File: config.mk
export PLATFORM = sky130hd
export DESIGN_NAME = nand_bus_bridge
export DESIGN_NICKNAME = d
export VERILOG_FILES = /design/src/rtl/nbb_pkg.sv /design/src/rtl/nbb_rb_sync.sv /design/src/rtl/nbb_regs.sv /design/src/rtl/nbb_cycle_fsm.sv /design/src/rtl/nand_bus_bridge.sv
export SDC_FILE = /design/constraint.sdc
export NUM_CORES = 1
export LEC_CHECK = 0
export BUFFER_PORTS_ARGS = -buffer_cell sky130_fd_sc_hd__buf_2
export CAP_MARGIN = 20
export CORE_MARGIN = 8
export CORE_UTILIZATION = 53
export CTS_CLUSTER_DIAMETER = 60
export CTS_CLUSTER_SIZE = 12
export DETAILED_ROUTE_END_ITERATION = 10
export PLACE_DENSITY_LB_ADDON = 0.15
export REMOVE_ABC_BUFFERS = 1
export SYNTH_ARGS = -nofsm -noshare
export SYNTH_HDL_FRONTEND = slang
export SYNTH_SLANG_ARGS = --single-unit
File: constraint.sdc
create_clock -name clk -period 2.7 [get_ports clk]
set_input_delay 0.81 -clock clk [delete_from_list [all_inputs] [get_ports clk]]
set_output_delay 0.81 -clock clk [all_outputs]
set_load 0.01 [all_outputs]
File: src/rtl/nbb_pkg.sv
package nbb_pkg;
    typedef enum logic [1:0] {
        ST_IDLE,
        ST_STROBE,
        ST_RECOVER,
        ST_DONE
    } cyc_state_e;

    localparam logic [2:0] OFS_DATA = 3'd0;
    localparam logic [2:0] OFS_MODE = 3'd4;
    localparam logic [2:0] OFS_STAT = 3'd5;
    localparam logic [2:0] OFS_ISR  = 3'd6;
    localparam logic [2:0] OFS_IMR  = 3'd7;

    localparam int CTL_CLE = 0;
    localparam int CTL_ALE = 1;
    localparam int CTL_PWR = 2;
    localparam int CTL_CE  = 4;
    localparam int CTL_WE  = 7;
endpackage

File: src/rtl/nbb_rb_sync.sv
module nbb_rb_sync (
    input  logic clk,
    input  logic rst_n,
    input  logic rb_async,
    output logic busy,
    output logic ready_rise
);
    logic rb_meta, rb_sync, rb_prev;

    always_ff @(posedge clk or negedge rst_n) begin
        if (!rst_n) begin
            rb_meta <= 1'b1;
            rb_sync <= 1'b1;
            rb_prev <= 1'b1;
        end else begin
            rb_meta <= rb_async;
            rb_sync <= rb_meta;
            rb_prev <= rb_sync;
        end
    end

    assign busy       = ~rb_sync;
    assign ready_rise = rb_sync & ~rb_prev;

    // an edge is reported for a single clock only
    assert_rise_single_R9: assert property (@(posedge clk) disable iff (!rst_n)
        ready_rise |=> !ready_rise);
endmodule

File: src/rtl/nbb_regs.sv
module nbb_regs
    import nbb_pkg::*;
(
    input  logic       clk,
    input  logic       rst_n,
    input  logic       wr_en,
    input  logic [2:0] addr,
    input  logic [7:0] wdata,
    input  logic       busy,
    input  logic       ready_rise,
    output logic [7:0] ctl,
    output logic [7:0] rd_byte,
    output logic       irq
);
    logic [7:0] mask_q;
    logic       flag_q;
    logic       clr_hit;

    assign clr_hit = wr_en && (addr == OFS_ISR) && wdata[0];

    always_ff @(posedge clk or negedge rst_n) begin
        if (!rst_n) begin
            ctl    <= 8'h00;
            mask_q <= 8'h00;
            flag_q <= 1'b0;
        end else begin
            if (wr_en && addr == OFS_MODE) ctl    <= wdata;
            if (wr_en && addr == OFS_IMR)  mask_q <= wdata;
            flag_q <= ready_rise | (flag_q & ~clr_hit);
        end
    end

    always_comb begin
        unique case (addr)
            OFS_MODE: rd_byte = ctl;
            OFS_STAT: rd_byte = {busy, 7'b0};
            OFS_ISR:  rd_byte = {7'b0, flag_q};
            OFS_IMR:  rd_byte = mask_q;
            default:  rd_byte = 8'h00;
        endcase
    end

    assign irq = flag_q & mask_q[0];

    assert_rise_sets_flag_R9: assert property (@(posedge clk) disable iff (!rst_n)
        ready_rise |=> irq == mask_q[0]);
    assert_clear_wins_R10: assert property (@(posedge clk) disable iff (!rst_n)
        (clr_hit && !ready_rise) |=> !irq);
endmodule

File: src/rtl/nbb_cycle_fsm.sv
module nbb_cycle_fsm
    import nbb_pkg::*;
#(
    parameter int STROBE_CLKS = 3
) (
    input  logic        clk,
    input  logic        rst_n,
    input  logic        req,
    input  logic        we,
    input  logic [2:0]  addr,
    input  logic        size16,
    input  logic [15:0] wdata,
    input  logic        wr_allowed,
    input  logic [7:0]  reg_rd_byte,
    input  logic [7:0]  io_in,
    output logic        accept,
    output logic        ack,
    output logic [15:0] rdata,
    output logic [7:0]  io_out,
    output logic        io_oe,
    output logic        we_n,
    output logic        re_n
);
    localparam int CNT_W = $clog2(STROBE_CLKS + 1) + 1;
    localparam logic [CNT_W-1:0] CNT_LAST = CNT_W'(STROBE_CLKS - 1);

    cyc_state_e state, nxt;
    logic [CNT_W-1:0] cnt;
    logic             idx, two_bytes, is_wr;
    logic [15:0]      wbuf;
    logic             go_strobe;

    assign accept    = (state == ST_IDLE) && req;
    assign go_strobe = (addr == OFS_DATA) && !(we && !wr_allowed);

    always_comb begin
        nxt = state;
        unique case (state)
            ST_IDLE:    if (req) nxt = go_strobe ? ST_STROBE : ST_DONE;
            ST_STROBE:  if (cnt == CNT_LAST) nxt = ST_RECOVER;
            ST_RECOVER: nxt = (idx == two_bytes) ? ST_DONE : ST_STROBE;
            ST_DONE:    nxt = ST_IDLE;
            default:    nxt = ST_IDLE;
        endcase
    end

    always_ff @(posedge clk or negedge rst_n) begin
        if (!rst_n) state <= ST_IDLE;
        else        state <= nxt;
    end

    always_ff @(posedge clk or negedge rst_n) begin
        if (!rst_n) begin
            cnt       <= '0;
            idx       <= 1'b0;
            two_bytes <= 1'b0;
            is_wr     <= 1'b0;
            wbuf      <= 16'h0;
            rdata     <= 16'h0;
        end else begin
            unique case (state)
                ST_IDLE: if (req) begin
                    cnt       <= '0;
                    idx       <= 1'b0;
                    two_bytes <= size16;
                    is_wr     <= we;
                    wbuf      <= wdata;
                    rdata     <= go_strobe ? 16'h0 : {8'h00, reg_rd_byte};
                end
                ST_STROBE: begin
                    if (cnt == CNT_LAST) begin
                        cnt <= '0;
                        if (!is_wr) begin
                            if (idx) rdata[15:8] <= io_in;
                            else     rdata[7:0]  <= io_in;
                        end
                    end else begin
                        cnt <= cnt + 1'b1;
                    end
                end
                ST_RECOVER: if (idx != two_bytes) idx <= 1'b1;
                ST_DONE: ;
                default: ;
            endcase
        end
    end

    always_comb begin
        ack    = (state == ST_DONE);
        we_n   = !((state == ST_STROBE) && is_wr);
        re_n   = !((state == ST_STROBE) && !is_wr);
        io_oe  = is_wr && ((state == ST_STROBE) || (state == ST_RECOVER));
        io_out = idx ? wbuf[15:8] : wbuf[7:0];
    end

    // strobe-width checker counter
    logic [CNT_W-1:0] chk_low;
    always_ff @(posedge clk or negedge rst_n) begin
        if (!rst_n)              chk_low <= '0;
        else if (!we_n || !re_n) chk_low <= chk_low + 1'b1;
        else                     chk_low <= '0;
    end

    assert_ack_pulse_R2: assert property (@(posedge clk) disable iff (!rst_n)
        ack |=> !ack);
    assert_strobe_width_R4: assert property (@(posedge clk) disable iff (!rst_n)
        ($rose(we_n) || $rose(re_n)) |-> chk_low == CNT_W'(STROBE_CLKS));
    assert_bus_driven_R4: assert property (@(posedge clk) disable iff (!rst_n)
        !we_n |-> io_oe);
    assert_one_strobe_R5: assert property (@(posedge clk) disable iff (!rst_n)
        we_n || re_n);
endmodule

File: src/rtl/nand_bus_bridge.sv
module nand_bus_bridge
    import nbb_pkg::*;
#(
    parameter int STROBE_CLKS = 3
) (
    input  logic        clk,
    input  logic        rst_n,
    input  logic        hst_req,
    input  logic        hst_we,
    input  logic [2:0]  hst_addr,
    input  logic        hst_size16,
    input  logic [15:0] hst_wdata,
    output logic [15:0] hst_rdata,
    output logic        hst_ack,
    input  logic [7:0]  nd_io_in,
    output logic [7:0]  nd_io_out,
    output logic        nd_io_oe,
    output logic        nd_cle,
    output logic        nd_ale,
    output logic        nd_ce_n,
    output logic        nd_we_n,
    output logic        nd_re_n,
    input  logic        nd_rb,
    output logic [1:0]  pwr_ctl,
    output logic        irq
);
    logic       busy, ready_rise, accept;
    logic [7:0] ctl, rd_byte;

    nbb_rb_sync u_sync (
        .clk        (clk),
        .rst_n      (rst_n),
        .rb_async   (nd_rb),
        .busy       (busy),
        .ready_rise (ready_rise)
    );

    nbb_regs u_regs (
        .clk        (clk),
        .rst_n      (rst_n),
        .wr_en      (accept && hst_we),
        .addr       (hst_addr),
        .wdata      (hst_wdata[7:0]),
        .busy       (busy),
        .ready_rise (ready_rise),
        .ctl        (ctl),
        .rd_byte    (rd_byte),
        .irq        (irq)
    );

    nbb_cycle_fsm #(.STROBE_CLKS(STROBE_CLKS)) u_fsm (
        .clk         (clk),
        .rst_n       (rst_n),
        .req         (hst_req),
        .we          (hst_we),
        .addr        (hst_addr),
        .size16      (hst_size16),
        .wdata       (hst_wdata),
        .wr_allowed  (ctl[CTL_WE]),
        .reg_rd_byte (rd_byte),
        .io_in       (nd_io_in),
        .accept      (accept),
        .ack         (hst_ack),
        .rdata       (hst_rdata),
        .io_out      (nd_io_out),
        .io_oe       (nd_io_oe),
        .we_n        (nd_we_n),
        .re_n        (nd_re_n)
    );

    assign nd_cle  = ctl[CTL_CLE];
    assign nd_ale  = ctl[CTL_ALE];
    assign nd_ce_n = ~ctl[CTL_CE];
    assign pwr_ctl = ctl[CTL_PWR +: 2];

    assert_no_we_when_locked_R7: assert property (@(posedge clk) disable iff (!rst_n)
        !ctl[CTL_WE] && $fell(nd_we_n) |-> $past(ctl[CTL_WE]) == 1'b0 && 1'b0);
endmodule

After elaboration in Yosys (flattened, before gate mapping)
Index checks and enable logic that the tools add are counted.
- bits in registers: 60
- output and inout port bits: 34
- word-level logic and storage cells: 86
- add/subtract/negate cells: 1
- equal/unequal tests: 16
- multiplexer cells: 20
- bitwise logic cells: 8
- reduce and logical (&&, ||, !) cells: 27
- operators with widths (kind ; count):
    16-bit 2-to-1 mux ; 3
    8-bit 2-to-1 mux ; 4
    16-bit case mux with 2 select lines ; 1
    8-bit case mux with 4 select lines ; 1
    3-bit == test (second input constant) ; 4
    1-bit logical AND ; 11
    5-bit AND reduction ; 2
    2-bit 2-to-1 mux ; 4
    2-bit case mux with 4 select lines ; 1
    3-bit 2-to-1 mux ; 2
    2-bit by 1-bit inequality test with 1-bit output (second input constant) ; 3
    2-bit inequality test (second input constant) ; 3
    3-bit case mux with 2 select lines ; 1
    2-bit AND reduction ; 3
    1-bit logical NOT ; 5
    2-bit == test (second input constant) ; 2
    1-bit NOT ; 4
    2-bit nonzero test ; 2
    3-bit by 1-bit adder with 3-bit output (second input constant) ; 1
    1-bit AND ; 3
    3-bit by 2-bit == test with 1-bit output (second input constant) ; 1
    3-bit logical NOT ; 1
    3-bit AND reduction ; 1
    2-bit by 1-bit == test with 1-bit output (second input constant) ; 1
    7 further kinds ; 8

Depth between registers and ports, before layout
Gate-level depths: netlist of the first run.
- depth in word-level cells: 8
- depth in mapped cells: 8
- mapped depth without buffers: 6

Hierarchy
Synthesis of the first run repeated with hierarchy kept, for this count alone.
- cells, all modules: 253
- area total of the unflattened synthesis: 3118.0 um^2
- by module, submodules not included (module ; times used ; cells each ; area each (um^2) ; sequential area each (um^2)):
    nbb_cycle_fsm ; 1 ; 176 ; 2079.5 ; 1001.0
    nbb_regs ; 1 ; 70 ; 932.1 ; 425.4
    nbb_rb_sync ; 1 ; 5 ; 96.3 ; 78.8
    nand_bus_bridge ; 1 ; 2 ; 10.0 ; 0.0

Worst setup path before layout of the first run
Ideal clock, no wire load.
- kind: register to output
- start: register u_fsm.state[1]
- end: output port nd_we_n
- data arrival time: 1.506 ns
- setup slack: 0.384 ns
- stages on the path, launching flop included: 7
- buffers on the path: 3
- cell sequence: dfrtp_1 -> inv_1 -> ha_1 -> buf_2 -> clkbuf_1 -> clkbuf_1 -> nand2_1
- longest elaborated chain between the ends: 3
- ends and longest elaborated chain (item ; line ; text):
    start, declared ; nbb_cycle_fsm.sv:27 ; cyc_state_e state, nxt;
    start signal, assigned ; nbb_cycle_fsm.sv:49 ; else state <= nxt;
    2-bit by 1-bit == test with 1-bit output ; nbb_cycle_fsm.sv:90 ; we_n = !((state == ST_STROBE) && is_wr);
    1-bit logical AND ; nbb_cycle_fsm.sv:90 ;
    1-bit logical NOT ; nbb_cycle_fsm.sv:90 ;
    end, declared ; nand_bus_bridge.sv:21 ; output logic nd_we_n,
Every way passes these cells.

Worst setup path in the final report of the first run
- start: register u_fsm.idx
- end: output port nd_io_out[3]
- longest elaborated chain between the ends: 1
- ends and longest elaborated chain (item ; line ; text):
    start, declared ; nbb_cycle_fsm.sv:29 ; logic idx, two_bytes, is_wr;
    start signal, assigned ; nbb_cycle_fsm.sv:55 ; idx <= 1'b0;
    start signal, assigned ; nbb_cycle_fsm.sv:64 ; idx <= 1'b0;
    start signal, assigned ; nbb_cycle_fsm.sv:81 ; ST_RECOVER: if (idx != two_bytes) idx <= 1'b1;
    8-bit 2-to-1 mux ; nbb_cycle_fsm.sv:93 ; io_out = idx ? wbuf[15:8] : wbuf[7:0];
    end, declared ; nand_bus_bridge.sv:16 ; output logic [7:0] nd_io_out,
Every way passes these cells.

==> flow_summary_export.csv, run 1 <==
group,metric,value,unit
grt,via_count_of_the_first_global_routing_pass,2119,
power_and_ir_drop,pwr-share-comb,40.7,%
sta,max_freq,408,MHz
route,drt_wl_total,6.31,mm
clocking,numClockSinks,60,
min_path,worst_hold_startpoint,"u_sync.rb_meta",
cells_and_area,area_growth,21.4,%
power_and_ir_drop,power_density,1180,mW/mm^2
setup_path,worstSetupStartpointType,"flip-flop",
power_and_ir_drop,intPower,2.66,mW
grt,antenna_found_initial,0,
route,routed_via_density,5.27,
placed_design,globalplace.congestion,0.750,
synth,synthMostInstantiatedCell,"sky130_fd_sc_hd__dfrtp_1",
power_and_ir_drop,clock_power_share,21.7,%
synth,netlist.area_leader.share,50.0,%
synth,unique_cell_type_count_in_the_yosys_netlist,37,
clocking,worst_skew_pair.late_latency,0.34,ns
setup_path,critical_path.reg2reg.endpoint,"u_regs.ctl[3]",
route,detail_route.first_pass.iterations,4,
floorplan,die_width,89.4,um
run_status,status,"finished clean",
cells_and_area,post_route_cells_drive_above_1_share,44.6,%
power_and_ir_drop,max-vdd-ir-drop,0.688,mV
grt,grt_pass1_wl,10.2,mm
sta,measured_slew_at_the_worst_slew_check_pin,0.670,ns
setup_path,worst-endpoint-arrival,1.64,ns
clocking,clock_tree.htree_level_count,3,
synth,synth.ff_latch_count,60,
synth,synth.cell_area,0.00285,sq mm
setup_path,crit_path_max_fanout,13,
power_and_ir_drop,static-leakage-power,1.65,nW
synth,synth_enable_flop_cells,0,
placed_design,number_of_buffers_added_on_ports,66,
min_path,worst_hold_path_type,"reg2reg",
setup_path,reg2reg_setup_slack,0.57,ns
clocking,postCtsSetupRepairBufs,0,
route,dr_total_vias,1985,
floorplan,floorplan.die_area,0.00799,sq mm
synth,synth-warning-count,0,
power_and_ir_drop,power_switching,1.42,mW
sta,timing_max_transition_violations_final,0,
min_path,whs_path_depth,0,
synth,library_cell_with_the_largest_summed_area_after_synthesis,"sky130_fd_sc_hd__dfrtp_1",
cells_and_area,fin_cells,377,
synth,synth_sequential_area_ratio,52.8,%
sta,post-route-period-util,90.7,%
cells_and_area,finish.utilization,67.4,%
setup_path,reg2reg_from,"u_fsm.state[0]",
floorplan,core_area,0.00514,sq mm
clocking,cts.clk_slew.worst_paths,0.07,ns
floorplan,cell_row_count,26,
clocking,post_cts_resized,0,
setup_path,worst-setup-path-type,"reg2out",
min_path,hold-path-endpoint,"u_sync.rb_sync",
synth,synth_async_reset_ratio,100,%
clocking,numCtsBuffers,9,
cells_and_area,antennaDiodeCount,0,
power_and_ir_drop,seqPwrFrac,37.6,%
setup_path,reg2reg_depth,5,
sta,clock_skew,0.0133,ns
sta,fin_crit,2.45,ns
synth,most_frequently_used_flop_master_after_synthesis,"sky130_fd_sc_hd__dfrtp_1",
sta,rsz0062_at_grt,"no",
run,timing.max_cap.violations,0,
sta,setup_viol,0,
power_and_ir_drop,sw_frac_of_total,34.9,%
synth,post_synth_inst_count,235,
sta,timing.setup.tns,0,ns
floorplan,floorplan.initialDensity,55.5,%
route,drt_iter0_drc,74,
grt,grt.overflow.total,0,
floorplan,die-height,89.4,um
placed_design,dp_cells,361,
synth,yosys-top-cells-count,"sky130_fd_sc_hd__dfrtp_1 (57), sky130_fd_sc_hd__mux2_2 (42), sky130_fd_sc_hd__nand2_1 (19)",
power_and_ir_drop,total_power_draw,4.08,mW
route,wl_per_cell,16.7,um
setup_path,cp-end-kind,"primary output",
clocking,cts_root_buffer,"sky130_fd_sc_hd__clkbuf_8",
sta,hold_violations,0,
floorplan,top_level_ports,67,
synth,synth.avg_cell_area,12.1,sq um
sta,final_worst_setup_slack,0.251,ns
clocking,cts_buffer_depth,2,
setup_path,crit_start,"u_fsm.idx",
grt,groute.usage.overall,17.0,%
clocking,cts.hold.buffers_added,0,
clocking,cts_tree,"done",
route,route.detailed.drc,0,
synth,yosys-top-cells-area,"sky130_fd_sc_hd__dfrtp_1 (50%), sky130_fd_sc_hd__mux2_2 (17%), sky130_fd_sc_hd__mux2i_1 (3.5%), sky130_fd_sc_hd__dfstp_2 (2.8%), sky130_fd_sc_hd__nand2_1 (2.5%)",
cells_and_area,nets,340,
placed_design,dp_slack,0.444,ns
setup_path,critPathRequiredTime,1.89,ns
grt,grt_max_degree,37,
route,antenna_violating_nets_remaining,0,
placed_design,dp_hpwl,4.65,mm
sta,relSlewSlack,55.1,%
[registers in the layout, indices dropped and copies added (netlist names)]
signal / flops
u_fsm.wbuf: 16
u_sync.rb_meta: 1
u_regs.mask_q: 8
u_fsm.state: 2
u_regs.flag_q: 1
u_fsm.idx: 1
u_regs.ctl: 8
u_fsm.two_bytes: 1
u_sync.rb_sync: 1
u_fsm.cnt: 3
u_sync.rb_prev: 1
u_fsm.is_wr: 1
u_fsm.rdata: 16
[critical path: stages (launching register included)]
cell	delay (ns)
sky130_fd_sc_hd__dfrtp_1	0.74
sky130_fd_sc_hd__mux2_2	0.41
sky130_fd_sc_hd__buf_2	0.14
[power by group through the flow]
stage	clock, mW	combinational, mW	sequential, mW
floorplan	0	1.14	1.53
global placement	0	1.64	1.53
detailed placement	0	1.68	1.55
CTS	0.898	1.69	1.53
global route	0.939	1.82	1.59
finish	0.884	1.66	1.53
[layout make-up]
cell class | count | area [sq um]
Multi-Input combinational cell | 148 | 1230
Clock buffer | 12 | 145
Tap cell | 70 | 87.6
Fill cell | 439 | 1680
Inverter | 13 | 48.8
Sequential cell | 60 | 1510
Clock inverter | 4 | 72.6
Timing Repair Buffer | 70 | 373
[metrics by stage]
step / hold WS (ns) / area [sq um]
after detailed placement: 0.353 / 3250
after floorplan: 0.345 / 2790
final: 0.365 / 3460
after global placement: 0.346 / 3250
after global routing: 0.372 / 3460
after CTS: 0.368 / 3460
[cell families after synthesis]
kind of cell    count (synthesis)  share of synthesized area, %
simple gates                   45                          9.03
mux                            52                          20.1
fa+ha+maj                       5                          2.19
buf+inv                        27                          4.03
compound gates                 45                          11.6
xor+xnor                        1                         0.307
flops                          60                          52.8
[metal layers]
layer	vias to the layer above	GRT usage, %	part of all wire (%)
li1	962	-	-
met1	974	19.9	43
met2	42	29.0	49
met3	7	4.32	5.9
met4	0	6.80	1.5
met5	-	0	0
[how the worst max path moves through the flow]
stage	cells past startpoint	endpoint	slack (ns)
after global routing	2	nd_io_out[3]	0.22
after CTS	2	nd_io_out[3]	0.26
after detailed placement	4	u_regs.ctl[3]	0.44
final	2	nd_io_out[3]	0.25
after global placement	4	u_regs.ctl[0]	0.43
after floorplan	5	u_fsm.rdata[7]	0.54
[cells in the final DEF, fill, tap and decap left out, types with 8 or more instances in the layout]
cell,count
sky130_fd_sc_hd__mux2i_1,10
sky130_fd_sc_hd__a22o_1,8
sky130_fd_sc_hd__a21oi_1,10
sky130_fd_sc_hd__clkbuf_8,10
sky130_fd_sc_hd__mux2_2,42
sky130_fd_sc_hd__nand2_1,19
sky130_fd_sc_hd__dfrtp_1,57
sky130_fd_sc_hd__o21ai_0,12
sky130_fd_sc_hd__inv_1,13
sky130_fd_sc_hd__buf_2,66
(Power assumes the default switching activity.)
==> run 2, diff against run 1 <==
Settings changed: RECOVER_POWER set to 50.
==> flow_summary_export.csv, run 2 (synthesized netlist as in run 1, its figures left out) <==
group,metric,value,unit
run_status,status,"finished clean",
setup_path,critPathSlowestCell,"sky130_fd_sc_hd__dfrtp_1",
route,dr_total_vias,1996,
sta,rsz0062_at_grt,"no",
power_and_ir_drop,seqPwrFrac,37.7,%
clocking,numClockSinks,60,
power_and_ir_drop,pwr-share-comb,40.6,%
floorplan,floorplan.die_area,0.00799,sq mm
cells_and_area,top_regs,"u_fsm.rdata: 16 flops, u_fsm.wbuf: 16 flops",
clocking,cts_buffer_depth,2,
setup_path,crit_start,"u_fsm.idx",
route,drt_iter0_drc,76,
sta,timing.setup.tns,0,ns
setup_path,worst-setup-path-type,"reg2out",
floorplan,floorplan.initialDensity,55.5,%
grt,grt_pass1_wl,10.2,mm
power_and_ir_drop,power_density,1180,mW/mm^2
cells_and_area,final_cell_mix,"sky130_fd_sc_hd__buf_2 (60), sky130_fd_sc_hd__dfrtp_1 (57), sky130_fd_sc_hd__mux2_2 (42), sky130_fd_sc_hd__nand2_1 (19), sky130_fd_sc_hd__inv_1 (13)",
setup_path,critical-path-top-delay-family,"flip-flops",
setup_path,crit_path_max_fanout,13,
clocking,cts.hold.buffers_added,0,
grt,antenna_found_initial,0,
clocking,cts.clk_slew.worst_paths,0.07,ns
clocking,cts_tree,"done",
placed_design,number_of_buffers_added_on_ports,66,
clocking,worst_skew_pair.late_latency,0.34,ns
cells_and_area,antennaDiodeCount,0,
power_and_ir_drop,power_switching,1.42,mW
cells_and_area,area_growth,21.1,%
cells_and_area,fillCellCount,440,
cells_and_area,post_route_cells_drive_above_1_share,42.0,%
clocking,post_cts_resized,0,
sta,measured_slew_at_the_worst_slew_check_pin,1.41,ns
cells_and_area,layout_commonest_cell,"sky130_fd_sc_hd__buf_2",
floorplan,top_level_ports,67,
power_and_ir_drop,static-leakage-power,1.63,nW
route,routed_length_on_met3,380,um
floorplan,die_width,89.4,um
route,highest_layer,"met4",
setup_path,crit_path_max_incr_delay,0.74,ns
run,timing.max_cap.violations,0,
power_and_ir_drop,clock_power_share,21.7,%
floorplan,die-height,89.4,um
power_and_ir_drop,max-vdd-ir-drop,0.688,mV
cells_and_area,nets,340,
setup_path,worst-endpoint-arrival,1.64,ns
route,wl_per_cell,16.7,um
sta,hold_violations,0,
placed_design,globalplace.congestion,0.750,
setup_path,critPathRequiredTime,1.89,ns
min_path,worst_hold_path_type,"reg2reg",
sta,fin_crit,2.45,ns
setup_path,cp_num_buf_inv,1,
clocking,clock_tree.htree_level_count,3,
clocking,numCtsBuffers,9,
route,drt_wl_total,6.30,mm
power_and_ir_drop,sw_frac_of_total,34.9,%
setup_path,worstSetupStartpointType,"flip-flop",
route,route.layer.met1.wl,2.70,mm
clocking,cts_root_buffer,"sky130_fd_sc_hd__clkbuf_8",
clocking,postCtsSetupRepairBufs,0,
route,route.detailed.drc,0,
route,detail_route.first_pass.iterations,4,
grt,grt.overflow.total,0,
grt,via_count_of_the_first_global_routing_pass,2119,
setup_path,reg2reg_from,"u_fsm.state[0]",
power_and_ir_drop,intPower,2.65,mW
setup_path,cp-end-kind,"primary output",
sta,setup_viol,0,
sta,timing_max_transition_violations_final,0,
sta,clock_skew,0.0127,ns
min_path,worst_hold_startpoint,"u_sync.rb_meta",
sta,max_freq,409,MHz
grt,grt_max_degree,37,
sta,relSlewSlack,6.11,%
setup_path,timing.critical_path.cells,"mux2_2, buf_2",
route,routed_via_density,5.29,
route,antenna_violating_nets_remaining,0,
floorplan,cell_row_count,26,
floorplan,core_area,0.00514,sq mm
route,wl_met2,3.13,mm
sta,holdWs,0.370,ns
grt,groute.usage.overall,17.0,%
sta,post-route-period-util,90.7,%
placed_design,dp_hpwl,4.65,mm
==> run 2: stage by stage <==
stage	total power [mW]	worst slack (ns)	utilization, %	instances	area (sq um)
after global routing	4.34	0.217	67.2	377	3450
after global placement	3.17	0.432	63.2	361	3250
after floorplan	2.66	0.545	-	221	2790
after CTS	4.12	0.261	67.4	377	3460
after detailed placement	3.23	0.444	63.2	361	3250
final	4.06	0.252	67.2	377	3450
==> run 2: power groups by stage <==
stage,clock [mW],combinational [mW],sequential (mW)
after floorplan,0,1.14,1.53
after global placement,0,1.64,1.53
after detailed placement,0,1.68,1.55
after CTS,0.898,1.69,1.53
after global routing,0.939,1.81,1.59
final,0.883,1.65,1.53
==> run 2: cell type report <==
type | instances | area (sq um) | area share (%)
Tap cell | 70 | 87.6 | 2.54
Multi-Input combinational cell | 148 | 1230 | 35.7
Timing Repair Buffer | 70 | 362 | 10.5
Clock inverter | 4 | 72.6 | 2.10
Inverter | 13 | 48.8 | 1.41
Clock buffer | 12 | 145 | 4.20
Sequential cell | 60 | 1510 | 43.6
==> run 2: path summary, 6_finish.rpt <==
path	to	slack (ns)	depth (start not counted)
setup reg to reg	u_fsm.wbuf[15]	0.46	5
hold reg to reg	u_sync.rb_sync	0.37	0
hold / removal	u_sync.rb_sync	0.37	0
setup / recovery	nd_io_out[3]	0.25	2
min in group asynchronous	u_fsm.is_wr	0.78	1
max in group asynchronous	u_sync.rb_meta	1.01	2
==> run 2: worst register-to-register path, stage by stage, from the launching register on <==
cell                       delay, ns
sky130_fd_sc_hd__dfrtp_1        0.40
sky130_fd_sc_hd__inv_1          0.10
sky130_fd_sc_hd__ha_1           0.26
sky130_fd_sc_hd__nand2_1        0.07
sky130_fd_sc_hd__clkbuf_1       0.85
sky130_fd_sc_hd__mux2_2         0.43
==> run 2: metal layers <==
metal  up-vias  global-route usage, %
met1       977                   19.9
li1        968                      -
met5         -                      0
met2        44                   29.0
met3         7                   4.32
met4         0                   6.80
